## src/rtl/intc_pkg.sv

```systemverilog
package intc_pkg;
  localparam int NSRC = 64;
  localparam int DW   = 32;
  localparam int IDW  = 6;

  // word select: 1 = high word
  function automatic logic src_word(input logic [5:0] s);
    return s[4];
  endfunction

  function automatic logic [4:0] src_bit(input logic [5:0] s);
    int v;
    v = int'(s);
    if (v == 0)       return 5'd0;
    else if (v < 16)  return 5'(16 - v);
    else if (v < 19)  return 5'(18 - v);
    else if (v < 31)  return 5'(33 - v);
    else if (v == 31) return 5'd0;
    else if (v < 48)  return 5'(63 - v);
    else              return 5'(v - 32);
  endfunction

  function automatic logic reserved_src(input logic [5:0] s);
    return (s == 6'd0) || (s == 6'd31);
  endfunction

  function automatic logic edge_ok(input logic [5:0] s);
    return (s >= 6'd19 && s <= 6'd25) || (s >= 6'd48);
  endfunction

  function automatic logic [4:0] edge_bit(input logic [5:0] s);
    int v;
    v = int'(s);
    if (v >= 48)      return 5'(79 - v);
    else if (v >= 19 && v <= 25) return 5'(33 - v);
    else              return 5'd0;
  endfunction

  function automatic logic [DW-1:0] edge_cap_mask();
    logic [DW-1:0] m;
    m = '0;
    for (int s = 0; s < NSRC; s++)
      if (edge_ok(6'(s))) m[edge_bit(6'(s))] = 1'b1;
    return m;
  endfunction

  typedef enum logic [2:0] {
    A_EN_LO  = 3'd0,
    A_EN_HI  = 3'd1,
    A_PND_LO = 3'd2,
    A_PND_HI = 3'd3,
    A_VEC    = 3'd4,
    A_EDGE   = 3'd5
  } reg_addr_e;
endpackage

```

## src/rtl/intc_sync.sv

```systemverilog
module intc_sync #(
  parameter int W      = 64,
  parameter int STAGES = 2
) (
  input  logic         clk,
  input  logic         rst,
  input  logic [W-1:0] d,
  output logic [W-1:0] q
);
  logic [W-1:0] st [STAGES];

  always_ff @(posedge clk) begin
    if (rst) begin
      for (int i = 0; i < STAGES; i++) st[i] <= '1;
    end else begin
      st[0] <= d;
      for (int i = 1; i < STAGES; i++) st[i] <= st[i-1];
    end
  end

  assign q = st[STAGES-1];
endmodule

```

## src/rtl/intc_pend.sv

```systemverilog
module intc_pend
  import intc_pkg::*;
#(
  parameter int W = NSRC
) (
  input  logic         clk,
  input  logic         rst,
  input  logic [W-1:0] line_n,
  input  logic [W-1:0] edge_en,
  input  logic [W-1:0] clr,
  output logic [W-1:0] pend,
  output logic [W-1:0] fall
);
  logic [W-1:0] prev;

  always_ff @(posedge clk) begin
    if (rst) prev <= '1;
    else     prev <= line_n;
  end

  for (genvar i = 0; i < W; i++) begin : g_src
    localparam bit RSV = reserved_src(6'(i));
    assign fall[i] = prev[i] & ~line_n[i];
    if (RSV) begin : g_rsv
      assign pend[i] = 1'b0;
    end else begin : g_live
      always_ff @(posedge clk) begin
        if (rst)             pend[i] <= 1'b0;
        else if (edge_en[i]) pend[i] <= fall[i] | (pend[i] & ~clr[i]);
        else                 pend[i] <= ~line_n[i];
      end
    end
  end
endmodule

```

## src/rtl/intc_prio.sv

```systemverilog
module intc_prio #(
  parameter int W   = 64,
  parameter int IDW = $clog2(W)
) (
  input  logic [W-1:0]   act,
  output logic [IDW-1:0] id
);
  always_comb begin
    id = '0;
    for (int i = W - 1; i >= 0; i--)
      if (act[i]) id = IDW'(i);
  end
endmodule

```

## src/rtl/scram_intc.sv

```systemverilog
module scram_intc
  import intc_pkg::*;
#(
  parameter int SYNC_STAGES = 2
) (
  input  logic            clk,
  input  logic            rst,
  input  logic [NSRC-1:0] src_n,
  input  logic            bus_wr,
  input  logic [2:0]      bus_addr,
  input  logic [DW-1:0]   bus_wdata,
  output logic [DW-1:0]   bus_rdata,
  output logic            irq_o
);
  localparam logic [DW-1:0] EDGE_CAP = edge_cap_mask();

  logic [DW-1:0]   en_lo, en_hi, edge_reg;
  logic [DW-1:0]   pnd_lo, pnd_hi;
  logic [NSRC-1:0] line_n, pend, fall, clr, edge_en, en, act;
  logic [IDW-1:0]  vec_id;

  always_ff @(posedge clk) begin
    if (rst) begin
      en_lo    <= '0;
      en_hi    <= '0;
      edge_reg <= '0;
    end else if (bus_wr) begin
      case (bus_addr)
        A_EN_LO: en_lo    <= bus_wdata;
        A_EN_HI: en_hi    <= bus_wdata;
        A_EDGE:  edge_reg <= bus_wdata & EDGE_CAP;
        default: ;
      endcase
    end
  end

  for (genvar s = 0; s < NSRC; s++) begin : g_map
    localparam logic     WSEL = src_word(6'(s));
    localparam int       B    = int'(src_bit(6'(s)));
    localparam int       EB   = int'(edge_bit(6'(s)));
    localparam bit       ECAP = edge_ok(6'(s));
    assign en[s]  = WSEL ? en_hi[B] : en_lo[B];
    assign clr[s] = bus_wr && (bus_addr == (WSEL ? A_PND_HI : A_PND_LO)) && bus_wdata[B];
    if (ECAP) begin : g_edge
      assign edge_en[s] = edge_reg[EB];
    end else begin : g_lvl
      assign edge_en[s] = 1'b0;
    end
  end

  always_comb begin
    pnd_lo = '0;
    pnd_hi = '0;
    for (int s = 0; s < NSRC; s++) begin
      if (src_word(6'(s))) pnd_hi[src_bit(6'(s))] = pnd_hi[src_bit(6'(s))] | pend[s];
      else                 pnd_lo[src_bit(6'(s))] = pnd_lo[src_bit(6'(s))] | pend[s];
    end
  end

  intc_sync #(.W(NSRC), .STAGES(SYNC_STAGES)) u_sync (
    .clk(clk), .rst(rst), .d(src_n), .q(line_n)
  );

  intc_pend #(.W(NSRC)) u_pend (
    .clk(clk), .rst(rst), .line_n(line_n), .edge_en(edge_en),
    .clr(clr), .pend(pend), .fall(fall)
  );

  assign act = pend & en;

  intc_prio #(.W(NSRC), .IDW(IDW)) u_prio (.act(act), .id(vec_id));

  assign irq_o = |act;

  always_comb begin
    case (bus_addr)
      A_EN_LO:  bus_rdata = en_lo;
      A_EN_HI:  bus_rdata = en_hi;
      A_PND_LO: bus_rdata = pnd_lo;
      A_PND_HI: bus_rdata = pnd_hi;
      A_VEC:    bus_rdata = {vec_id, {(DW-IDW){1'b0}}};
      A_EDGE:   bus_rdata = edge_reg;
      default:  bus_rdata = '0;
    endcase
  end
endmodule

```

## config.mk

```make
export PLATFORM = sky130hd
export DESIGN_NAME = scram_intc
export DESIGN_NICKNAME = d
export VERILOG_FILES = /design/src/rtl/intc_pkg.sv /design/src/rtl/intc_sync.sv /design/src/rtl/intc_pend.sv /design/src/rtl/intc_prio.sv /design/src/rtl/scram_intc.sv
export SDC_FILE = /design/constraint.sdc
export NUM_CORES = 1
export LEC_CHECK = 0
export ABC_AREA = 1
export BUFFER_PORTS_ARGS = -buffer_cell sky130_fd_sc_hd__buf_2
export CAP_MARGIN = 20
export CORE_UTILIZATION = 50
export CTS_BUF_LIST = sky130_fd_sc_hd__clkbuf_8
export CTS_CLUSTER_SIZE = 8
export DETAILED_ROUTE_END_ITERATION = 10
export HOLD_SLACK_MARGIN = 0.06
export PLACE_DENSITY_LB_ADDON = 0.25
export SYNTH_ARGS = -nofsm -noshare
export SYNTH_HDL_FRONTEND = slang
export SYNTH_SLANG_ARGS = --single-unit
```

## constraint.sdc

```tcl
create_clock -name clk -period 6.3 [get_ports clk]
set_input_delay 0.945 -clock clk [delete_from_list [all_inputs] [get_ports clk]]
set_output_delay 0.945 -clock clk [all_outputs]
set_load 0.01 [all_outputs]
```

Yosys cells after proc, flatten, opt, wreduce, memory -nomap -nowiden. Memory sizes are Yosys's and may differ from the RTL's. Cells that the tools add are included.

Flip-flop bits (word level): 213. RAM bits: 128. Output and inout bits: 33. Memories kept: 1.

Memory list: u_sync.st (depth 2, width 64, read ports 2, clocked after memory_dff 0, wr ports 2, line intc_sync.sv:10) `logic [W-1:0] st [STAGES];`.

Eq/ne operators: 5. Multiplexer cells: 93. Bitwise gates (word level): 157. Reduce and logical (&&, ||, !) cells: 29.

Operators with widths (number): two-way mux 6 bit (64); one-hot mux 32 bit (6 select lines) (1); two-way mux 64 bit (2); NOT 1 bit (85); bitwise AND 64 bit (1); OR reduction 64 bit (1); bitwise AND 1 bit (46); two-way mux 1 bit (26); OR 1 bit (25); logical AND 1 bit (24); equality test 3 x 2 -> 1 bit (second input constant) (2); equality test 3 bit (second input constant) (2); AND reduction 2 bit (3); equality test 3 x 1 -> 1 bit (second input constant) (1); logical NOT 3 bit (1).

Longest topological paths before layout. Gate-level depths: netlist (run 1).

Word-level depth: 66. Gate-level depth with buffers: 64. Depth with buffers taken out: 64.

Hierarchy. Synthesis (run 1) repeated with hierarchy kept, for this count alone.

Cell total of the unflattened synthesis: 2470. Area, all modules: 16181.8 sq um.

By module, submodules not included: intc_pend (instances 1, cells each 893, area each 5462.7 sq um, seq. area each 2522.4 sq um); scram_intc (instances 1, cells each 893, area each 5275.1 sq um, seq. area each 1741.7 sq um); intc_sync (instances 1, cells each 463, area each 4194.0 sq um, seq. area each 2562.5 sq um); intc_prio (instances 1, cells each 221, area each 1249.9 sq um, seq. area each 0.0 sq um).

Least setup slack after synthesis (run 1). OpenSTA, ideal clock, no wires.

Path kind: register to output. From: register u_pend.pend[63]. To: output bus_rdata[26]. Arrival time: 3.063 ns. Data required time: 5.355 ns. Path slack: 2.292 ns. Cell stages (with the launch flop): 65. Buffers on the path: 0. Cell sequence: dfxtp_1 -> nand2_1 -> inv_1 -> nand2_1 -> nand2_1 -> nand2_1 -> nand2_1 -> nand2_1 -> nand2_1 -> nand2_1 -> nand2_1 -> nand2_1 -> nand2_1 -> nand2_1 -> nand2_1 -> nand2_1 -> nand2_1 -> nand2_1 -> [29 not listed] -> nand2_1 -> nand2_1 -> nand2_1 -> nand2_1 -> nand2_1 -> nand2_1 -> nand2_1 -> nand2_1 -> nand2_1 -> nand2_1 -> nand2_1 -> nand2_1 -> nand2_1 -> nand2_1 -> nand2_1 -> nand2_1 -> nand2_1 -> nand2_1.

Cells in the longest elaborated chain, start to end: 66.

Ends and longest elaborated chain: start, declared (line intc_pend.sv:11) `output logic [W-1:0] pend,`; start signal, assigned by index (line intc_pend.sv:29) `else if (edge_en[i]) pend[i] <= fall[i] | (pend[i] & ~clr[i]);`; start signal, assigned by index (line intc_pend.sv:30) `else pend[i] <= ~line_n[i];`; bitwise AND 64 bit (line scram_intc.sv:69) `assign act = pend & en;`; two-way mux 6 bit (64 in series) (line intc_prio.sv:11) `if (act[i]) id = IDW'(i);`; one-hot mux 32 bit (6 select lines) (line scram_intc.sv:76) `case (bus_addr)`; end, declared (line scram_intc.sv:12) `output logic [DW-1:0] bus_rdata,`.

Every way passes these cells.

Final worst setup path (run 1).
From: register u_pend.pend[62]. To: output bus_rdata[26].

Cells in the longest elaborated chain, start to end: 65.

Ends and longest elaborated chain (line): bitwise AND 64 bit (scram_intc.sv:69); two-way mux 6 bit (63 in series) (intc_prio.sv:11); one-hot mux 32 bit (6 select lines) (scram_intc.sv:76).

Every way passes these cells.

==> results of run 1 <==
-- cells in the final DEF, fill, tap and decap left out --
cell       netlist  layout
a211oi_1         2       2
a21boi_1         1       1
a21oi_1         83      83
a221oi_1        15      15
a22oi_1         15      15
a31oi_1          3       3
buf_12           0       1
buf_2            0     131
buf_4            0       8
clkbuf_8         0      62
clkinv_2         0       8
dfxtp_1        296     296
diode_2          0       3
inv_1           84      91
inv_2            7       8
inv_6            0       1
inv_8            0       1
nand2_1        190     189
nand2_2         25      26
nand2_4          7       7
nand3_1         10      10
nor2_1         106     106
nor3_1           7       5
nor3_2           0       2
nor4_1           3       3
o2111ai_1        6       6
o211ai_1        35      35
o21ai_0         70      70
o21ai_1         42      42
o21bai_1         1       1
o221ai_1         1       1
o22ai_1         26      26
o31ai_1          2       2
or2_2          147     147
-- kinds of logic after synthesis --
logic type	after synthesis	synth area share (%)
simple gates	495	22.2
compound gates	302	16.6
flops	296	55.6
buf+inv	156	5.50
-- metrics by stage --
step,setup slack (ns),instance area (um2),hold WS (ns)
floorplan,2.29,10700,0.368
global placement,1.63,11500,0.372
detailed placement,1.61,11500,0.370
CTS,0.989,12400,0.380
global route,0.304,12400,0.385
finish,0.952,12500,0.381
-- area by class of cell --
cell class                      instances  share of cell area [%]
Tap cell                              275                    2.76
Antenna cell                            3                  0.0603
Multi-Input combinational cell        797                    33.4
Clock buffer                           62                    6.85
Inverter                               91                    2.74
Clock inverter                         18                   0.724
Timing Repair Buffer                  140                    5.91
Sequential cell                       296                    47.6
-- report_power, final --
group	internal [W]	switching [W]	leakage (nW)
sequential	0.00194	0.0000335	2.43
clock	0.000881	0.000724	0.530
combinational	0.0000900	0.000132	2.46
total	0.00291	0.000890	5.42
-- metal layers --
| metal | track usage [%] | vias to the layer above |
|---|---|---|
| met2 | 35.7 | 314 |
| met3 | 6.02 | 61 |
| li1 | - | 4351 |
| met1 | 34.6 | 3854 |
| met5 | 0 | - |
| met4 | 9.07 | 2 |
-- worst paths after layout --
check	from	endpoint	slack [ns]
worst max-delay path	u_pend.pend[62]$_SDFF_PP0_	bus_rdata[26]	0.95
worst min register to register	u_sync.st[0][77]$_SDFF_PP1_	u_pend.pend[13]$_SDFF_PP0_	0.38
worst max register to register	edge_reg[28]$_SDFFE_PP0P_	u_pend.pend[51]$_SDFF_PP0_	5.40
worst min-delay path	u_sync.st[0][77]$_SDFF_PP1_	u_pend.pend[13]$_SDFF_PP0_	0.38
==> flow_metrics.env, run 1 <==
export IMPL_cp_end_kind="output pin"
export IMPL_slew_headroom_pct=23.5
export IMPL_grt_util_all_layers_pct=24.4
export IMPL_fin_skew_ns=0.0225
export IMPL_hold_path_cell_count=1
export IMPL_highest_layer="met5"
export IMPL_synth_most_common_cell="dfxtp_1"
export IMPL_largest_reg_flops=124
export IMPL_status="complete, no violations"
export IMPL_rsz0062_at_grt="no"
export IMPL_fill_cells=1926
export IMPL_place_inst=1599
export IMPL_numCtsBuffers=49
export IMPL_crit_required_ns=5.35
export IMPL_final_setup_tns_ns=0
export IMPL_cp_common_cell="nand2_1"
export IMPL_htreeDepth=2
export IMPL_drc=0
export IMPL_rows=53
export IMPL_hold_violations=0
export IMPL_ys_ff_latch=296
export IMPL_cap_violations=0
export IMPL_synth_enable_flop_cells=0
export IMPL_portBuffers=132
export IMPL_start_kind="flip-flop"
export IMPL_ys_flop_type="dfxtp_1"
export IMPL_synth_area_um2=10700
export IMPL_grt_ovfl_total=0
export IMPL_drt_first_pass_iters=5
export IMPL_die_height_um=148
export IMPL_antenna_found_initial=2
export IMPL_yosys_warnings=0
export IMPL_syn_nets=1351
export IMPL_fin_crit_sh_pct=84.9
export IMPL_finish_net_count=1477
export IMPL_seqCellArea_um2=5930
export IMPL_route_met3_wl_mm=2.24
export IMPL_die_area_um2=21900
export IMPL_fin_crit_ns=5.35
export IMPL_drt_vias_per_instance=5.10
export IMPL_fmax_ghz=0.187
export IMPL_ys_seq_area_share_pct=55.6
export IMPL_hold_buffers=0
export IMPL_antenna_left=0
export IMPL_clk_pin_slew_ns=0.06
export IMPL_io_pins=135
export IMPL_layout_drive_gt1_share_pct=28.6
export IMPL_wl_mm=26.5
export IMPL_clock_path_buffers=3
export IMPL_reg_largest_list="u_sync.st (124), u_pend.pend (62)"
export IMPL_synthCells=1249
export IMPL_cpMaxStageDelayCell="dfxtp_1"
export IMPL_yosysTopAreaCellShare_pct=55.6
export IMPL_fp_dieW_um=148
export IMPL_routed_wl_met2_mm=11.0
export IMPL_cp_top_family="simple AND/OR/NAND/NOR gates"
export IMPL_vias=8582
export IMPL_post_cts_resize_count=0
export IMPL_fp_coreArea_um2=21000
export IMPL_peakVddDrop_mv=0.184
export IMPL_multi_input_area_um2=4150
export IMPL_initial_core_util_pct=50.8
export IMPL_path_buf_inv=1
export IMPL_yosys_cell_types_count=26
export IMPL_path_max_fanout=3
export IMPL_yosys_top_cells_area="dfxtp_1 56%, or2_2 8.6%, nand2_1 6.7%"
export IMPL_power_w=0.00380
export IMPL_cts_sinks=296
export IMPL_grt_max_degree=117
export IMPL_synth_common_cells="296 x dfxtp_1, 190 x nand2_1, 147 x or2_2, 106 x nor2_1, 84 x inv_1"
export IMPL_fin_cells=1682
export IMPL_tightest_slew_ns=1.15
export IMPL_dp_hpwl_mm=18.1
export IMPL_slew_viol_final=0
export IMPL_ff2ff_path_depth=3
export IMPL_wire_per_inst_um=15.7
export IMPL_worst_path_stages=64
export IMPL_final_core_util_pct=59.4
export IMPL_p_leak_nw=5.42
export IMPL_critPathKind="reg2out"
export IMPL_clock_latency_ns=0.57
export IMPL_ys_async_sr_fraction_pct=0
export IMPL_cts_tree="yes"
export IMPL_cts_setup_buffers=0
export IMPL_avgSynthCellArea_um2=8.53
export IMPL_power_density_nw_per_um2=306
export IMPL_setup_viol=0
export IMPL_route_layer_met1_wl_mm=12.5
export IMPL_hold_path_class="reg2reg"
export IMPL_grt_pass1_wl_mm=41.5
export IMPL_synth_top_cell_by_area="dfxtp_1"
export IMPL_drt_iter0_markers=613
export IMPL_root_buffer="clkbuf_8"
export IMPL_largest_register="u_sync.st"
export IMPL_cp_arrival_ns=4.40
export IMPL_gp_congestion=0.897
export IMPL_slowest_delay_ns=0.36
export IMPL_area_delta_synth_final_pct=16.9
export IMPL_grt_pass1_vias=7964
No activity file was read; power rests on OpenSTA's default activity.
==> inputs of run 2 (changes only) <==
==> constraint.sdc (replaced) <==
create_clock -name clk -period 4.5 [get_ports clk]
set_input_delay 0.675 -clock clk [delete_from_list [all_inputs] [get_ports clk]]
set_output_delay 0.675 -clock clk [all_outputs]
set_load 0.01 [all_outputs]
==> flow_metrics.env, run 2 (synthesis results as in run 1) <==
export IMPL_status="complete, but fails checks"
export IMPL_violations="setup timing"
export IMPL_fin_crit_sh_pct=109
export IMPL_fill_cells=1939
export IMPL_layout_common_cells="286 x dfxtp_1, 184 x nand2_1, 147 x or2_2, 131 x buf_2, 106 x nor2_1"
export IMPL_fin_ws_ns=-0.405
export IMPL_cts_tree="yes"
export IMPL_antenna_left=0
export IMPL_wl_mm=26.7
export IMPL_r2r_start="edge_reg[28]$_SDFFE_PP0P_"
export IMPL_drt_first_pass_iters=5
export IMPL_start_kind="flip-flop"
export IMPL_clock_latency_ns=0.56
export IMPL_grt_util_all_layers_pct=24.7
export IMPL_hold_buffers=0
export IMPL_fmax_ghz=0.204
export IMPL_reg_largest_list="u_sync.st (124), u_pend.pend (62)"
export IMPL_die_area_um2=21900
export IMPL_root_buffer="clkbuf_8"
export IMPL_largest_reg_flops=124
export IMPL_gp_congestion=0.914
export IMPL_critPathKind="reg2out"
export IMPL_cpMaxStageDelayCell="dfxtp_2"
export IMPL_wire_per_inst_um=15.9
export IMPL_rows=53
export IMPL_rsz0062_at_grt="yes"
export IMPL_pre_cts_ws_ns=0.186
export IMPL_setup_viol=1
export IMPL_area_delta_synth_final_pct=16.5
export IMPL_seqCellArea_um2=5940
export IMPL_largest_register="u_sync.st"
export IMPL_final_common_cell="dfxtp_1"
export IMPL_holdPathEnd="u_sync.st[0][13]$_SDFF_PP1_"
export IMPL_layout_drive_gt1_share_pct=29.1
export IMPL_path_max_fanout=2
export IMPL_route_layer_met1_wl_mm=12.6
export IMPL_cts_sinks=296
export IMPL_antenna_found_initial=0
export IMPL_fp_coreArea_um2=21000
export IMPL_io_pins=135
export IMPL_highest_layer="met4"
export IMPL_antennaDiodeCount=0
export IMPL_slew_headroom_pct=35.1
export IMPL_vias=8707
export IMPL_numCtsBuffers=48
export IMPL_hold_violations=0
export IMPL_grt_pass1_vias=8047
export IMPL_ff2ff_path_depth=3
export IMPL_clk_pin_slew_ns=0.06
export IMPL_hp_start="src_n[13]"
export IMPL_htreeDepth=2
export IMPL_clock_path_buffers=3
export IMPL_initial_core_util_pct=50.8
export IMPL_cap_violations=0
export IMPL_drc=0
export IMPL_hold_path_class="in2reg"
export IMPL_route_met3_wl_mm=2.26
export IMPL_die_height_um=148
export IMPL_fin_skew_ns=0.0199
export IMPL_cp_top_family="simple AND/OR/NAND/NOR gates"
export IMPL_multi_input_area_um2=4170
export IMPL_p_leak_nw=5.43
export IMPL_routed_wl_met2_mm=11.3
export IMPL_portBuffers=132
export IMPL_power_density_nw_per_um2=414
export IMPL_fin_crit_ns=4.90
export IMPL_cp_common_cell="nand2_1"
export IMPL_finish_net_count=1483
export IMPL_cp_end_kind="output pin"
export IMPL_power_w=0.00514
export IMPL_tightest_slew_ns=0.971
export IMPL_slowest_delay_ns=0.33
export IMPL_path_buf_inv=2
export IMPL_grt_max_degree=107
export IMPL_dp_hpwl_mm=18.2
export IMPL_grt_pass1_wl_mm=42.2
export IMPL_r2r_slack_ns=3.61
export IMPL_hold_path_cell_count=2
export IMPL_grt_ovfl_total=0
export IMPL_drt_iter0_markers=764
export IMPL_rr_endpoint="u_pend.pend[51]$_SDFF_PP0_"
export IMPL_peakVddDrop_mv=0.245
export IMPL_drt_vias_per_instance=5.18
export IMPL_fp_dieW_um=148
export IMPL_slew_viol_final=0
export IMPL_crit_required_ns=3.83
export IMPL_cp_arrival_ns=4.23
export IMPL_final_core_util_pct=59.2
run 2: cell count changes in the layout (fill, tap and decap cells not counted), moves of 3 or more:
| cell | previous run | this run |
|---|---|---|
| clkinv_2 | 8 | 3 |
| clkbuf_8 | 62 | 51 |
| diode_2 | 3 | 0 |
| dfxtp_1 | 296 | 286 |
| buf_4 | 8 | 15 |
| nand2_2 | 26 | 31 |
| dfxtp_2 | 0 | 10 |
| nand2_1 | 189 | 184 |
| inv_1 | 91 | 101 |
run 2: area by class of cell:
type	instances	share of cell area, %
clock inverter	25	1.07
clock buffer	51	5.66
timing repair buffer	147	6.31
tap	275	2.77
sequential	296	47.9
multi-input combinational	797	33.6
inverter	91	2.75
run 2: through the flow:
| stage | hold WS [ns] | cell area, um2 | TNS (ns) | instances |
|---|---|---|---|---|
| global route | 0.276 | 12400 | -1.22 | 1682 |
| global placement | 0.373 | 11500 | 0 | 1603 |
| finish | 0.307 | 12400 | -0.405 | 1682 |
| detailed placement | 0.371 | 11500 | 0 | 1603 |
| CTS | 0.277 | 12400 | -0.375 | 1680 |
| floorplan | 0.368 | 10700 | 0 | 1249 |
run 2: worst max path at each step:
stage	startpoint	to	slack, ns	depth (start not counted)
after floorplan	u_pend.pend[63]$_SDFF_PP0_	bus_rdata[26]	0.76	64
after global placement	u_pend.pend[63]$_SDFF_PP0_	bus_rdata[26]	0.20	65
after detailed placement	u_pend.pend[63]$_SDFF_PP0_	bus_rdata[26]	0.19	65
after CTS	u_pend.pend[63]$_SDFF_PP0_	bus_rdata[26]	-0.37	65
after global routing	u_pend.pend[63]$_SDFF_PP0_	bus_rdata[26]	-1.04	65
final	u_pend.pend[63]$_SDFF_PP0_	bus_rdata[26]	-0.40	65
run 2: layer usage:
layer  GRT usage (%)  vias up
met4            7.78        0
met2            36.5      339
met1            36.2     3972
met3            4.54       42
met5               0        -
li1                -     4354
run 2: timing repair:
action | CTS | global route
buffers inserted | 1 | 1
pin swaps | 0 | 11
endpoints found under the setup margin | 1 | 2
resized for setup | 3 | 12
run 2: report_power, final:
group | switching (W) | internal [W]
sequential | 0.0000476 | 0.00272
clock | 0.000970 | 0.00109
combinational | 0.000185 | 0.000127
==> inputs of run 3 (changes only) <==
--- a/config.mk
+++ b/config.mk
@@ -13,7 +13,7 @@
 export CTS_CLUSTER_SIZE = 8
 export DETAILED_ROUTE_END_ITERATION = 10
 export HOLD_SLACK_MARGIN = 0.06
-export PLACE_DENSITY_LB_ADDON = 0.25
+export PLACE_DENSITY = 0.85
 export SYNTH_ARGS = -nofsm -noshare
 export SYNTH_HDL_FRONTEND = slang
 export SYNTH_SLANG_ARGS = --single-unit
==> flow_metrics.env, run 3 (synthesis results as in run 1) <==
export IMPL_rows=53
export IMPL_setup_viol=1
export IMPL_final_common_cell="dfxtp_1"
export IMPL_highest_layer="met4"
export IMPL_hold_path_class="in2reg"
export IMPL_fmax_ghz=0.200
export IMPL_hold_buffers=0
export IMPL_power_w=0.00517
export IMPL_cp_common_cell="nand2_1"
export IMPL_drt_first_pass_iters=5
export IMPL_routed_wl_met2_mm=12.0
export IMPL_cp_end_kind="output pin"
export IMPL_layout_common_cells="291 x dfxtp_1, 187 x nand2_1, 147 x or2_2, 130 x buf_2, 106 x nor2_1"
export IMPL_numCtsBuffers=47
export IMPL_drt_iter0_markers=699
export IMPL_start_kind="flip-flop"
export IMPL_cp_arrival_ns=4.33
export IMPL_largest_reg_flops=124
export IMPL_slew_viol_final=0
export IMPL_clock_latency_ns=0.56
export IMPL_drt_vias_per_instance=5.24
export IMPL_cp_top_family="simple AND/OR/NAND/NOR gates"
export IMPL_clk_pin_slew_ns=0.06
export IMPL_power_density_nw_per_um2=416
export IMPL_fin_crit_sh_pct=111
export IMPL_fp_dieW_um=148
export IMPL_reg_largest_list="u_sync.st (124), u_pend.pend (62)"
export IMPL_p_leak_nw=5.41
export IMPL_grt_ovfl_total=0
export IMPL_pre_cts_ws_ns=0.194
export IMPL_fin_crit_ns=5.00
export IMPL_portBuffers=132
export IMPL_crit_required_ns=3.83
export IMPL_cts_sinks=296
export IMPL_cap_violations=0
export IMPL_cts_tree="yes"
export IMPL_grt_pass1_vias=8384
export IMPL_htreeDepth=2
export IMPL_wire_per_inst_um=15.9
export IMPL_clock_path_buffers=3
export IMPL_critPathKind="reg2out"
export IMPL_layout_drive_gt1_share_pct=28.9
export IMPL_initial_core_util_pct=50.8
export IMPL_cpMaxStageDelayCell="dfxtp_2"
export IMPL_ff2ff_path_depth=2
export IMPL_path_max_fanout=2
export IMPL_slew_headroom_pct=24.0
export IMPL_fin_cells=1683
export IMPL_root_buffer="clkbuf_8"
export IMPL_hold_path_cell_count=2
export IMPL_largest_register="u_sync.st"
export IMPL_die_height_um=148
export IMPL_area_delta_synth_final_pct=16.6
export IMPL_hold_violations=0
export IMPL_grt_max_degree=103
export IMPL_path_buf_inv=2
export IMPL_fin_ws_ns=-0.502
export IMPL_drc=0
export IMPL_finish_net_count=1483
export IMPL_rsz0062_at_grt="yes"
export IMPL_grt_util_all_layers_pct=24.4
export IMPL_grt_pass1_wl_mm=41.9
export IMPL_wl_mm=26.7
export IMPL_peakVddDrop_mv=0.219
export IMPL_final_setup_tns_ns=-0.502
export IMPL_tightest_slew_ns=1.14
export IMPL_vias=8815
export IMPL_worst_path_stages=65
export IMPL_violations="setup timing"
export IMPL_slowest_delay_ns=0.33
export IMPL_antenna_left=0
export IMPL_io_pins=135
export IMPL_antenna_found_initial=1
export IMPL_route_met3_wl_mm=2.54
export IMPL_fp_coreArea_um2=21000
export IMPL_gp_congestion=0.936
export IMPL_fin_skew_ns=0.0260
export IMPL_place_inst=1605
export IMPL_die_area_um2=21900
export IMPL_dp_hpwl_mm=18.4
export IMPL_route_layer_met1_wl_mm=11.4
export IMPL_status="complete, but fails checks"
[run 3: cell types whose count changed in the layout (fill, tap and decap cells not counted), sizes merged]
| cell | before | now |
|---|---|---|
| clkinvlp | 1 | 2 |
| diode | 0 | 2 |
| clkbuf | 51 | 56 |
| buf | 147 | 148 |
| inv | 111 | 104 |
| bufinv | 1 | 0 |
[run 3: through the flow]
step	utilization, %	hold WS (ns)	cell area, um2
3_5_place_dp	55.0	0.370	11500
3_3_place_gp	55.0	0.373	11500
6_report	59.3	0.292	12400
4_1_cts	59.2	0.274	12400
5_1_grt	59.3	0.285	12400
2_1_floorplan	-	0.368	10700
[run 3: worst reg2reg max path, cell delays in order (launching register included)]
cell and delay, ns:
dfxtp_1 0.29, or2_2 0.33, o22ai_1 0.17
[run 3: path summary, 6_finish.rpt]
check	startpoint	endpoint	slack, ns
worst max-delay path	u_pend.pend[63]$_SDFF_PP0_	bus_rdata[26]	-0.50
worst min-delay path	src_n[54]	u_sync.st[0][54]$_SDFF_PP1_	0.29
worst min register to register	u_sync.st[0][67]$_SDFF_PP1_	u_pend.pend[3]$_SDFF_PP0_	0.38
worst max register to register	u_sync.st[0][120]$_SDFF_PP1_	u_pend.pend[56]$_SDFF_PP0_	3.64
[run 3: what timing repair did]
| item | 4_1_cts | 5_1_grt |
|---|---|---|
| buffers inserted | 2 | 0 |
| gates resized for setup | 3 | 6 |
| pin swaps | 2 | 13 |
| endpoints found under the setup margin | 1 | 2 |
| hold endpoints to repair | 0 | 0 |
[run 3: final cells by class]
class / count / area, um2
repair buffers: 148 / 790
fillers: 1861 / 8530
flip-flops and latches: 296 / 5930
inverters: 91 / 342
well taps: 275 / 344
clock inverters: 18 / 82.6
multi-input cells: 797 / 4160
clock buffers: 56 / 771
diodes: 2 / 5.00
[run 3: layer usage]
metal | up-vias | GRT usage [%]
met2 | 394 | 38.1
met4 | 0 | 9.59
li1 | 4357 | -
met5 | - | 0
met1 | 4003 | 32.9
met3 | 61 | 5.40
[run 3: where the power goes]
group	total [W]	switching, W	internal [W]
Combinational	0.000314	0.000186	0.000128
Sequential	0.00277	0.0000467	0.00272
Clock	0.00209	0.000976	0.00112
Total	0.00517	0.00121	0.00397
